<file path="src/rtl/idle_tmr_pkg.sv">
package idle_tmr_pkg;

   typedef enum logic {
      SU_OFF   = 1'b0,
      SU_ARMED = 1'b1
   } su_state_t;

   localparam int unsigned DEF_CNT_W   = 16;
   localparam int unsigned DEF_TAP_BIT = 12;

endpackage

</file>
<file path="src/rtl/idle_tmr_count.sv">
module idle_tmr_count #(
   parameter int unsigned CNT_W      = 16,
   parameter int unsigned TAP_BIT    = 12,
   parameter bit          TICK_GATED = 1'b1
) (
   input  logic clk,
   input  logic rst_n,
   input  logic tick,
   output logic tap_tog
);

   localparam int unsigned LOW_W = TAP_BIT;

   logic             step;
   logic [CNT_W-1:0] cnt;

   generate
      if (TICK_GATED) begin : g_gated
         assign step = tick;
      end else begin : g_every_clk
         assign step = 1'b1;
      end
   endgenerate

   // No reset: the count starts from whatever value the flops hold.
   always_ff @(posedge clk) begin
      if (step) cnt <= cnt - CNT_W'(1);
   end

   // The tap bit changes on the step that wraps the bits below it.
   assign tap_tog = step && (cnt[LOW_W-1:0] == '0);

   p_dec_r1: assert property (@(posedge clk) disable iff (!rst_n)
      step |=> (cnt == $past(cnt) - CNT_W'(1)));

   p_hold_r1: assert property (@(posedge clk) disable iff (!rst_n)
      !step |=> $stable(cnt));

   p_tap_moves_r2: assert property (@(posedge clk) disable iff (!rst_n)
      tap_tog |=> (cnt[TAP_BIT] != $past(cnt[TAP_BIT])));

   p_tap_still_r2: assert property (@(posedge clk) disable iff (!rst_n)
      !tap_tog |=> (cnt[TAP_BIT] == $past(cnt[TAP_BIT])));

endmodule

</file>
<file path="src/rtl/idle_tmr_flags.sv">
module idle_tmr_flags (
   input  logic clk,
   input  logic rst_n,
   input  logic tog,
   input  logic en_wr,
   input  logic en_wd,
   input  logic pnd_wr,
   input  logic pnd_wd,
   output logic en_q,
   output logic pnd_q,
   output logic irq
);

   always_ff @(posedge clk) begin
      if (!rst_n) begin
         en_q  <= 1'b0;
         pnd_q <= 1'b0;
      end else begin
         if (en_wr) en_q <= en_wd;
         if (tog)         pnd_q <= 1'b1;
         else if (pnd_wr) pnd_q <= pnd_wd;
      end
   end

   assign irq = en_q & pnd_q;

   p_tog_sets_r6: assert property (@(posedge clk) disable iff (!rst_n)
      tog |=> pnd_q);

   p_clear_r5: assert property (@(posedge clk) disable iff (!rst_n)
      (pnd_wr && !pnd_wd && !tog) |=> !pnd_q);

   p_en_load_r4: assert property (@(posedge clk) disable iff (!rst_n)
      en_wr |=> (en_q == $past(en_wd)));

endmodule

</file>
<file path="src/rtl/idle_tmr_wake.sv">
module idle_tmr_wake
   import idle_tmr_pkg::*;
(
   input  logic clk,
   input  logic rst_n,
   input  logic tog,
   input  logic idle_mode,
   input  logic halt_exit,
   output logic wake,
   output logic startup_done
);

   su_state_t su_q;

   always_ff @(posedge clk) begin
      if (!rst_n) begin
         su_q         <= SU_OFF;
         wake         <= 1'b0;
         startup_done <= 1'b0;
      end else begin
         wake         <= tog & idle_mode;
         startup_done <= (su_q == SU_ARMED) & tog;
         if (halt_exit)   su_q <= SU_ARMED;
         else if (tog)    su_q <= SU_OFF;
      end
   end

   p_done_single_r7: assert property (@(posedge clk) disable iff (!rst_n)
      startup_done |=> !startup_done);

   p_done_armed_r7: assert property (@(posedge clk) disable iff (!rst_n)
      startup_done |-> $past(su_q == SU_ARMED));

   p_wake_single_r8: assert property (@(posedge clk) disable iff (!rst_n)
      wake |=> !wake);

   p_wake_idle_r8: assert property (@(posedge clk) disable iff (!rst_n)
      wake |-> $past(idle_mode));

endmodule

</file>
<file path="src/rtl/idle_tick_timer.sv">
module idle_tick_timer #(
   parameter int unsigned CNT_W      = idle_tmr_pkg::DEF_CNT_W,
   parameter int unsigned TAP_BIT    = idle_tmr_pkg::DEF_TAP_BIT,
   parameter bit          TICK_GATED = 1'b1
) (
   input  logic clk,
   input  logic rst_n,
   input  logic tick,
   input  logic ien_wr,
   input  logic ien_wdata,
   input  logic pnd_wr,
   input  logic pnd_wdata,
   input  logic idle_mode,
   input  logic halt_exit,
   output logic ien,
   output logic pnd,
   output logic irq,
   output logic wake,
   output logic startup_done
);

   generate
      if (TAP_BIT < 1 || TAP_BIT >= CNT_W) begin : g_bad_tap
         $error("idle_tick_timer: TAP_BIT must lie in 1..CNT_W-1");
      end
   endgenerate

   logic tap_tog;

   idle_tmr_count #(
      .CNT_W      (CNT_W),
      .TAP_BIT    (TAP_BIT),
      .TICK_GATED (TICK_GATED)
   ) u_count (
      .clk     (clk),
      .rst_n   (rst_n),
      .tick    (tick),
      .tap_tog (tap_tog)
   );

   idle_tmr_flags u_flags (
      .clk    (clk),
      .rst_n  (rst_n),
      .tog    (tap_tog),
      .en_wr  (ien_wr),
      .en_wd  (ien_wdata),
      .pnd_wr (pnd_wr),
      .pnd_wd (pnd_wdata),
      .en_q   (ien),
      .pnd_q  (pnd),
      .irq    (irq)
   );

   idle_tmr_wake u_wake (
      .clk          (clk),
      .rst_n        (rst_n),
      .tog          (tap_tog),
      .idle_mode    (idle_mode),
      .halt_exit    (halt_exit),
      .wake         (wake),
      .startup_done (startup_done)
   );

   p_reset_quiet_r3: assert property (@(posedge clk)
      !rst_n |=> (!pnd && !ien && !wake && !startup_done));

   p_no_irq_off_r4: assert property (@(posedge clk) disable iff (!rst_n)
      $fell(ien) |-> !irq);

endmodule

</file>
<file path="config.mk">
export PLATFORM = sky130hd
export DESIGN_NAME = idle_tick_timer
export DESIGN_NICKNAME = d
export VERILOG_FILES = /design/src/rtl/idle_tmr_pkg.sv /design/src/rtl/idle_tmr_count.sv /design/src/rtl/idle_tmr_flags.sv /design/src/rtl/idle_tmr_wake.sv /design/src/rtl/idle_tick_timer.sv
export SDC_FILE = /design/constraint.sdc
export NUM_CORES = 1
export LEC_CHECK = 0
export ABC_CLOCK_PERIOD_IN_PS = 5100
export BUFFER_PORTS_ARGS = -buffer_cell sky130_fd_sc_hd__buf_2
export CAP_MARGIN = 40
export CORE_UTILIZATION = 44
export CTS_BUF_LIST = sky130_fd_sc_hd__clkbuf_8
export DETAILED_ROUTE_END_ITERATION = 6
export PLACE_DENSITY = 0.74
export SETUP_SLACK_MARGIN = 0.02
export SYNTH_ARGS = -nofsm -noshare
export SYNTH_HDL_FRONTEND = slang
export SYNTH_SLANG_ARGS = --single-unit
</file>
<file path="constraint.sdc">
create_clock -name clk -period 5.1 [get_ports clk]
set_input_delay 0.51 -clock clk [delete_from_list [all_inputs] [get_ports clk]]
set_output_delay 0.51 -clock clk [all_outputs]
set_load 0.05 [all_outputs]
</file>
==> out/qor.yml, run 1 <==
cts_buffers: 3
first_pass_iters: 4
final_antenna_net_count: 0
route.met3.wl_um: 32
postCtsHoldBufs: 0
synthesis.nets: 72
wl_per_cell_um: 12.1
worst-path-buf-inv: 1
clockRootBuffer: "clkbuf_8"
synth_edf_count: 12
die_x_um: 45.0
clk_latency_ns: 0.25
vias_per_cell: 5.03
critPathMaxFanout: 3
antenna_found_initial: 0
drc: 0
cap_violations: 0
p_leak_nw: 0.397
required_ns: 5.09
drive_gt1_share_pct: 29.9
p_per_area_mw_per_mm2: 313
rows: 15
syn_inst: 61
wl_met1_um: 598
fin_skew_ns: 0.000749
io_buffer_count: 13
final_common_cell: "buf_2"
crit_arrival_ns: 1.88
regToRegStartpoint: "u_count.cnt[0]"
design_area_sq_um: 946
wl_mm: 1.23
ys_types: 30
setup_viol: 0
crit_path_cell_trace: "inv_1 -> ha_1 -> or3b_2 -> nor4b_2 -> xor2_1"
overflow: 0
critPathMaxStageDelay_ns: 0.51
post_cts_buffers: 0
diodes: 0
grt_pass1_vias: 456
hold_class: "in2reg"
outcome: "completed"
grt_pass1_wl_mm: 2.01
hpwlAfterDp_um: 925
io-pin-count: 14
gp_congestion: 0.740
htree_levels: 1
finalCoreUtilization_pct: 54.8
cts_tree: "built"
syn_avg_cell_area_sq_um: 13.4
critPathCaptureType: "flip-flop"
fin_crit_sh_pct: 37.0
final_cell_mix: "buf_2, edfxtp_1, xor2_1"
cts_resized: 0
slew_violations: 0
hold_viol_final: 0
worstSetupPathType: "reg2reg"
clockBufferDepth: 2
synthFlopType: "edfxtp_1"
syn_area_sq_um: 815
critPathTopFamily: "simple AND/OR/NAND/NOR gates"
core_region_area_sq_mm: 0.00173
hold_start: "halt_exit"
worst_pin_slew_ns: 0.655
fmax_mhz: 530
rsz0062_at_grt: "false"
dpl_cell_area_sq_um: 900
tns_ns: 0
p_total_mw: 0.297
syn2layout_area_growth_pct: 16.1
fin_nets: 89
async_flop_share_pct: 0
dp_slack_ns: 3.22
critPathSlowestCell: "or3b_2"
synth-seq-cells: 17
vias: 513
top_layer_used: "met4"
clkSinkCount: 17
slew_headroom_pct: 55.9
start_util_pct: 47.2
grt_max_degree: 15
cp-start-kind: "flip-flop"
clk_pin_slew_ns: 0.06
yosys_warnings: 0
track_usage_pct: 14.6
drt_iter0_markers: 11
die_area_sq_mm: 0.00203
seq_area_frac_synth_pct: 56.5
fin_crit_ns: 1.89
dieHeight_um: 45.0
wl_met2_um: 575
irDropWorstVdd_mv: 0.179
setup_slack_ns: 3.21
critPathLaunch: "u_count.cnt[0]"
==> synth_stat cells (all sizes together), types with 2 or more instances <==
master | instances | area share (%)
or3 | 2 | 1.5
nand2 | 2 | 0.92
edfxtp | 12 | 44
nor4 | 4 | 5.7
dfxtp | 5 | 12
inv | 3 | 1.4
nor3 | 2 | 1.2
and3 | 2 | 1.5
xnor2 | 2 | 2.2
xor2 | 7 | 7.5
ha | 2 | 3.1
nor4b | 2 | 2.9
nor2 | 2 | 0.92
==> final timing paths <==
check | cells after the start | slack [ns] | to
hold reg to reg | 1 | 0.47 | u_wake.startup_done
hold / removal | 2 | 0.45 | u_wake.su_q
setup reg to reg | 5 | 3.21 | u_count.cnt[10]
setup / recovery | 5 | 3.21 | u_count.cnt[10]
==> state kept, by name (all words and copies together) (netlist names) <==
name,count
u_flags.en_q,1
u_flags.pnd_q,1
u_wake.su_q,1
u_wake.wake,1
u_count.cnt,12
u_wake.startup_done,1
==> power by group <==
| part | total [mW] | leakage [nW] | switching (mW) | internal (mW) |
|---|---|---|---|---|
| clock network | 0.0980 | 0.0255 | 0.0438 | 0.0541 |
| logic | 0.0278 | 0.213 | 0.0154 | 0.0124 |
| registers | 0.171 | 0.159 | 0.0110 | 0.160 |
==> stage by stage <==
stage | std cells | hold slack (ns)
floorplan | 61 | 0.452
global placement | 98 | 0.461
detailed placement | 98 | 0.463
CTS | 102 | 0.450
global route | 102 | 0.457
finish | 102 | 0.453
==> cells by family (layout without fill, tap and decap cells) <==
family / Yosys count / count (layout) / share of synthesized area, %
AND/OR/NAND/NOR: 23 / 23 / 21.5
flip-flops: 17 / 17 / 56.5
XOR/XNOR: 9 / 9 / 9.68
AO/OA/AOI/OAI: 4 / 4 / 3.84
buffers and inverters: 4 / 20 / 2.76
adder cells (fa/ha/maj): 2 / 2 / 3.07
multiplexers: 2 / 2 / 2.61
==> routing by layer <==
metal  up-vias  global-route usage [%]
li1        259                       -
met1       245                    20.1
met2         5                    19.7
met3         4                    4.80
met4         0                    9.09
met5         -                       0
==> worst register-to-register path, cell delays in order (launching register included) <==
cell      delay [ns]
edfxtp_1        0.41
inv_1           0.12
ha_1            0.20
or3b_2          0.51
nor4b_2         0.30
xor2_1          0.10
==> cell type report <==
| type | count | area, sq um |
|---|---|---|
| Multi-Input combinational cell | 40 | 332 |
| Inverter | 3 | 11.3 |
| Tap cell | 25 | 31.3 |
| Clock buffer | 3 | 41.3 |
| Clock inverter | 1 | 5.00 |
| Fill cell | 165 | 781 |
| Timing Repair Buffer | 13 | 65.1 |
| Sequential cell | 17 | 460 |
No activity file was read; power rests on OpenSTA's default activity.
==> run 2, diff against run 1 <==
--- a/config.mk
+++ b/config.mk
@@ -5,13 +5,13 @@
 export SDC_FILE = /design/constraint.sdc
 export NUM_CORES = 1
 export LEC_CHECK = 0
-export ABC_CLOCK_PERIOD_IN_PS = 5100
+export ABC_CLOCK_PERIOD_IN_PS = 1700
 export BUFFER_PORTS_ARGS = -buffer_cell sky130_fd_sc_hd__buf_2
 export CAP_MARGIN = 40
 export CORE_UTILIZATION = 44
 export CTS_BUF_LIST = sky130_fd_sc_hd__clkbuf_8
 export DETAILED_ROUTE_END_ITERATION = 6
-export PLACE_DENSITY = 0.74
+export PLACE_DENSITY = 0.77
 export SETUP_SLACK_MARGIN = 0.02
 export SYNTH_ARGS = -nofsm -noshare
 export SYNTH_HDL_FRONTEND = slang
==> constraint.sdc (replaced) <==
create_clock -name clk -period 1.7 [get_ports clk]
set_input_delay 0.17 -clock clk [delete_from_list [all_inputs] [get_ports clk]]
set_output_delay 0.17 -clock clk [all_outputs]
set_load 0.05 [all_outputs]
==> run 2 against run 1 <==
Compared with the run above: hold slack worse by 0.33 ns; clock power grew to 3.0 times the previous value; core utilization is 6.5 points higher; maximum frequency is 13% higher; sequential power grew to 2.9 times the previous value; critical endpoint unchanged; largest cell class unchanged; largest power group unchanged.
==> out/qor.yml, run 2 (same netlist as run 1, synthesis figures left out) <==
fin_crit_sh_pct: 98.6
worstSetupPathType: "reg2reg"
io-pin-count: 14
cts_tree: "built"
fin_skew_ns: 0.00143
wl_per_cell_um: 12.7
critPathSlowestCell: "edfxtp_1"
clk_pin_slew_ns: 0.06
cap_violations: 0
clockBufferDepth: 2
p_switching_mw: 0.226
io_buffer_count: 13
rows: 15
final_cell_mix: "buf_2, edfxtp_1, buf_4"
rsz0062_at_grt: "true"
drive_gt1_share_pct: 41.4
irDropWorstVdd_mv: 0.509
top_layer_used: "met4"
regMostFlops: "u_count.cnt"
track_usage_pct: 15.5
vias_per_cell: 5.07
p_clk_share_pct: 31.6
syn2layout_area_growth_pct: 30.0
dpl_cell_area_sq_um: 983
worst_pin_slew_ns: 0.325
overflow: 0
switching_share_pct: 24.4
largest_reg_flops: 12
p_per_area_mw_per_mm2: 875
required_ns: 1.70
crit_arrival_ns: 1.67
gp_congestion: 0.757
dp.cells: 106
cts_buffers: 3
htree_levels: 1
die_x_um: 45.0
drt_iter0_markers: 15
dieHeight_um: 45.0
hold_viol_final: 0
design_area_sq_mm: 0.00106
clk_latency_ns: 0.25
grt_max_degree: 15
fin_crit_ns: 1.68
fmax_mhz: 596
wl_mm: 1.42
p_leak_nw: 0.455
setup_viol: 0
final_cells: 112
start_util_pct: 47.2
die_area_sq_mm: 0.00203
slew_violations: 0
route.met3.wl_um: 42
vias: 568
antenna_found_initial: 0
p_int_mw: 0.701
slew_headroom_pct: 78.2
first_pass_iters: 4
drc: 0
critPathMaxFanout: 3
hold_class: "in2reg"
outcome: "completed"
critPathMaxStageDelay_ns: 0.42
wl_met2_um: 677
final_common_cell: "buf_2"
power_frac_comb_pct: 14.5
clockRootBuffer: "clkbuf_8"
seqPwrFrac_pct: 54.0
critPathCaptureType: "flip-flop"
grt_pass1_wl_mm: 2.08
tns_ns: 0
fill_cells: 150
core_region_area_sq_mm: 0.00173
wl_met1_um: 661
crit_path_cell_trace: "inv_2 -> ha_4 -> or3b_4 -> nor4b_4 -> xor2_1"
clkSinkCount: 17
postCtsHoldBufs: 0
grt_pass1_vias: 468
final_antenna_net_count: 0
hpwlAfterDp_mm: 1.01
fin_nets: 99
cp-start-kind: "flip-flop"
diodes: 0
[run 2: power by group through the flow]
stage / combinational [mW] / sequential, mW / clock, mW
2_1_floorplan: 0.0621 / 0.520 / 0
3_3_place_gp: 0.121 / 0.505 / 0
3_5_place_dp: 0.125 / 0.508 / 0
4_1_cts: 0.132 / 0.499 / 0.301
5_1_grt: 0.145 / 0.504 / 0.311
6_report: 0.134 / 0.500 / 0.292
[run 2: cell type report]
class,count,area (sq um),share of cell area (%)
Sequential cell,17,460,43.5
Clock inverter,1,3.75,0.355
Inverter,3,11.3,1.06
Tap cell,25,31.3,2.96
Clock buffer,3,41.3,3.90
Multi-Input combinational cell,40,370,35.0
Timing Repair Buffer,23,140,13.2
[run 2: worst max-delay path: cells and delay by family, from the launching register on]
family	cells	cell delay, ns
fa+ha+maj	1	0.12
flops	1	0.42
xor+xnor	1	0.09
buf+inv	1	0.10
simple gates	2	0.69
[run 2: metrics by stage]
step	power (mW)	setup WS, ns	utilization, %	hold slack, ns
3_5_place_dp	0.633	-0.00728	57.0	0.376
2_1_floorplan	0.582	0.0457	-	0.280
6_report	0.927	0.0231	61.3	0.122
5_1_grt	0.960	-0.0214	61.3	0.128
3_3_place_gp	0.627	0.0443	57.0	0.366
4_1_cts	0.932	0.0251	60.4	0.114
[run 2: what timing repair did]
action | CTS | global route
resized for setup | 1 | 2
endpoints found under the hold margin | 0 | 0
buffers inserted | 2 | 0
pin swaps | 1 | 1
endpoints found under the setup margin | 1 | 5
[run 2: path summary, 6_finish.rpt]
check / startpoint / to / slack (ns) / cells past startpoint
setup / recovery: u_count.cnt[1] / u_count.cnt[10] / 0.02 / 5
hold / removal: halt_exit / u_wake.su_q / 0.12 / 2
setup reg to reg: u_count.cnt[1] / u_count.cnt[10] / 0.02 / 5
hold reg to reg: u_wake.su_q / u_wake.startup_done / 0.48 / 1
[run 2: layer usage]
layer	vias up	GRT usage (%)
met5	-	0
met4	0	10.9
met3	5	4.80
met2	9	22.0
met1	274	20.0
li1	280	-
==> run 3, diff against run 2 <==
--- a/config.mk
+++ b/config.mk
@@ -5,13 +5,13 @@
 export SDC_FILE = /design/constraint.sdc
 export NUM_CORES = 1
 export LEC_CHECK = 0
-export ABC_CLOCK_PERIOD_IN_PS = 1700
+export ABC_CLOCK_PERIOD_IN_PS = 1850
 export BUFFER_PORTS_ARGS = -buffer_cell sky130_fd_sc_hd__buf_2
 export CAP_MARGIN = 40
 export CORE_UTILIZATION = 44
 export CTS_BUF_LIST = sky130_fd_sc_hd__clkbuf_8
 export DETAILED_ROUTE_END_ITERATION = 6
-export PLACE_DENSITY = 0.77
+export PLACE_DENSITY = 0.74
 export SETUP_SLACK_MARGIN = 0.02
 export SYNTH_ARGS = -nofsm -noshare
 export SYNTH_HDL_FRONTEND = slang
==> constraint.sdc (replaced) <==
create_clock -name clk -period 1.85 [get_ports clk]
set_input_delay 0.185 -clock clk [delete_from_list [all_inputs] [get_ports clk]]
set_output_delay 0.185 -clock clk [all_outputs]
set_load 0.05 [all_outputs]
==> run 3 against run 2 <==
Compared with the run above: count of clock-buffer cells in the layout unchanged; non-clock buffer count is 3 lower; total power fell by 9.4%; via count is 3.0% lower; core utilization fell by 2.6 points; critical path depth unchanged; register-to-register slack improved by 0.04 ns; worst setup slack better by 0.037 ns; first-iteration DRC count decreased by 60%; maximum frequency fell by 6.3%; combinational power is 19% lower; critical endpoint unchanged; largest cell class unchanged; largest power group unchanged; highest routed layer unchanged.
==> out/qor.yml, run 3 (same netlist as run 1, synthesis figures left out) <==
hold_viol_final: 0
p_leak_nw: 0.441
dieHeight_um: 45.0
diodes: 0
fill_cells: 144
worst_pin_slew_ns: 0.462
grt_pass1_wl_mm: 2.38
critPathCaptureType: "flip-flop"
slew_violations: 0
hpwlAfterDp_mm: 1.02
largest_reg_flops: 12
final_common_cell: "buf_2"
critPathSlowestCell: "or3b_4"
fin_crit_sh_pct: 96.8
required_ns: 1.84
start_util_pct: 47.2
slew_headroom_pct: 68.9
drc: 0
fin_nets: 96
hold_start: "halt_exit"
antenna_found_initial: 0
gp_congestion: 0.685
io_buffer_count: 13
cts_buffers: 3
worst-r2r-setup-slack_ns: 0.06
critPathTopFamily: "simple AND/OR/NAND/NOR gates"
wl_per_cell_um: 13.7
drt_iter0_markers: 6
min_delay_worst_endpoint: "u_wake.su_q"
grt_max_degree: 15
io-pin-count: 14
final_cell_mix: "buf_2, edfxtp_1, xor2_1, buf_4, dfxtp_1"
first_pass_iters: 4
worstSetupPathType: "reg2reg"
hold_depth: 2
core_region_area_sq_mm: 0.00173
final_antenna_net_count: 0
rows: 15
cts_tree: "built"
grt_pass1_vias: 510
multi_input_area_sq_um: 348
final_cells: 109
ff_latch_area_sq_um: 460
cap_violations: 0
worst-path-buf-inv: 1
critPathMaxStageDelay_ns: 0.43
fin_skew_ns: 0.00585
syn2layout_area_growth_pct: 24.4
grt_use_met1_pct: 23.3
grtUsageMet2_pct: 26.1
gr-usage-met3_pct: 3.60
vias: 551
critPathMaxFanout: 3
r2r-end: "u_count.cnt[10]"
crit_path_cell_trace: "inv_1 -> ha_1 -> or3b_4 -> nor4b_4 -> xor2_1"
cp-start-kind: "flip-flop"
irDropWorstVdd_mv: 0.499
reg2reg_depth: 5
drive_gt1_share_pct: 35.7
clk_pin_slew_ns: 0.07
htree_levels: 1
die_area_sq_mm: 0.00203
setup_viol: 0
wl_mm: 1.50
regMostFlops: "u_count.cnt"
dp.cells: 102
fin_crit_ns: 1.79
die_x_um: 45.0
busiest_layer: "met2"
crit_arrival_ns: 1.78
hold_class: "in2reg"
tns_ns: 0
clk_latency_ns: 0.25
vias_per_cell: 5.06
fmax_mhz: 559
track_usage_pct: 17.0
clockRootBuffer: "clkbuf_8"
overflow: 0
p_per_area_mw_per_mm2: 828
outcome: "completed"
clockBufferDepth: 2
clkSinkCount: 17
regToRegStartpoint: "u_count.cnt[0]"
## run 3: layer usage
metal	vias up	routed length (um)	share of wire, %
met5	-	0	0
met2	4	743	50
met3	4	24	1.6
met4	0	23	1.5
met1	270	705	47
li1	273	-	-
## run 3: worst max path at each step
| stage | start | to | depth (start not counted) |
|---|---|---|---|
| floorplan | u_count.cnt[0] | u_count.cnt[10] | 5 |
| global placement | u_count.cnt[0] | u_count.cnt[10] | 5 |
| detailed placement | u_count.cnt[0] | u_count.cnt[10] | 5 |
| CTS | u_count.cnt[3] | u_count.cnt[11] | 3 |
| global route | u_count.cnt[0] | u_count.cnt[10] | 5 |
| finish | u_count.cnt[0] | u_count.cnt[10] | 5 |
## run 3: what timing repair did
item	4_1_cts	5_1_grt
setup endpoints to repair	1	2
gates resized for setup	2	1
hold buffers	0	0
buffers inserted	0	3
## run 3: metrics by stage
| stage | instance area, sq um | total power, mW | setup slack, ns | utilization [%] | hold WS, ns |
|---|---|---|---|---|---|
| global route | 1010 | 0.876 | -0.0169 | 58.7 | 0.143 |
| detailed placement | 930 | 0.568 | -0.00554 | 53.8 | 0.393 |
| global placement | 930 | 0.563 | 0.0748 | 53.8 | 0.381 |
| finish | 1010 | 0.840 | 0.0598 | 58.7 | 0.145 |
| floorplan | 815 | 0.529 | 0.0698 | - | 0.295 |
| CTS | 986 | 0.837 | 0.0872 | 57.1 | 0.134 |
## run 3: worst reg2reg max path: cells and delay by family, from the launching register on
kind	cells	cell delay, ns
xor+xnor	1	0.10
buf+inv	1	0.11
flops	1	0.40
simple gates	2	0.73
fa+ha+maj	1	0.19
## run 3: layout make-up
class / count / area share, %
clock buffers: 3 / 4.07
clock inverters: 1 / 0.370
inverters: 3 / 1.11
multi-input cells: 40 / 34.3
flip-flops and latches: 17 / 45.4
well taps: 25 / 3.09
repair buffers: 20 / 11.6
## run 3: where the power goes
group | internal [mW] | total [mW] | switching [mW]
clock network | 0.147 | 0.265 | 0.118
logic | 0.0515 | 0.109 | 0.0578
registers | 0.440 | 0.466 | 0.0253
total | 0.639 | 0.840 | 0.201
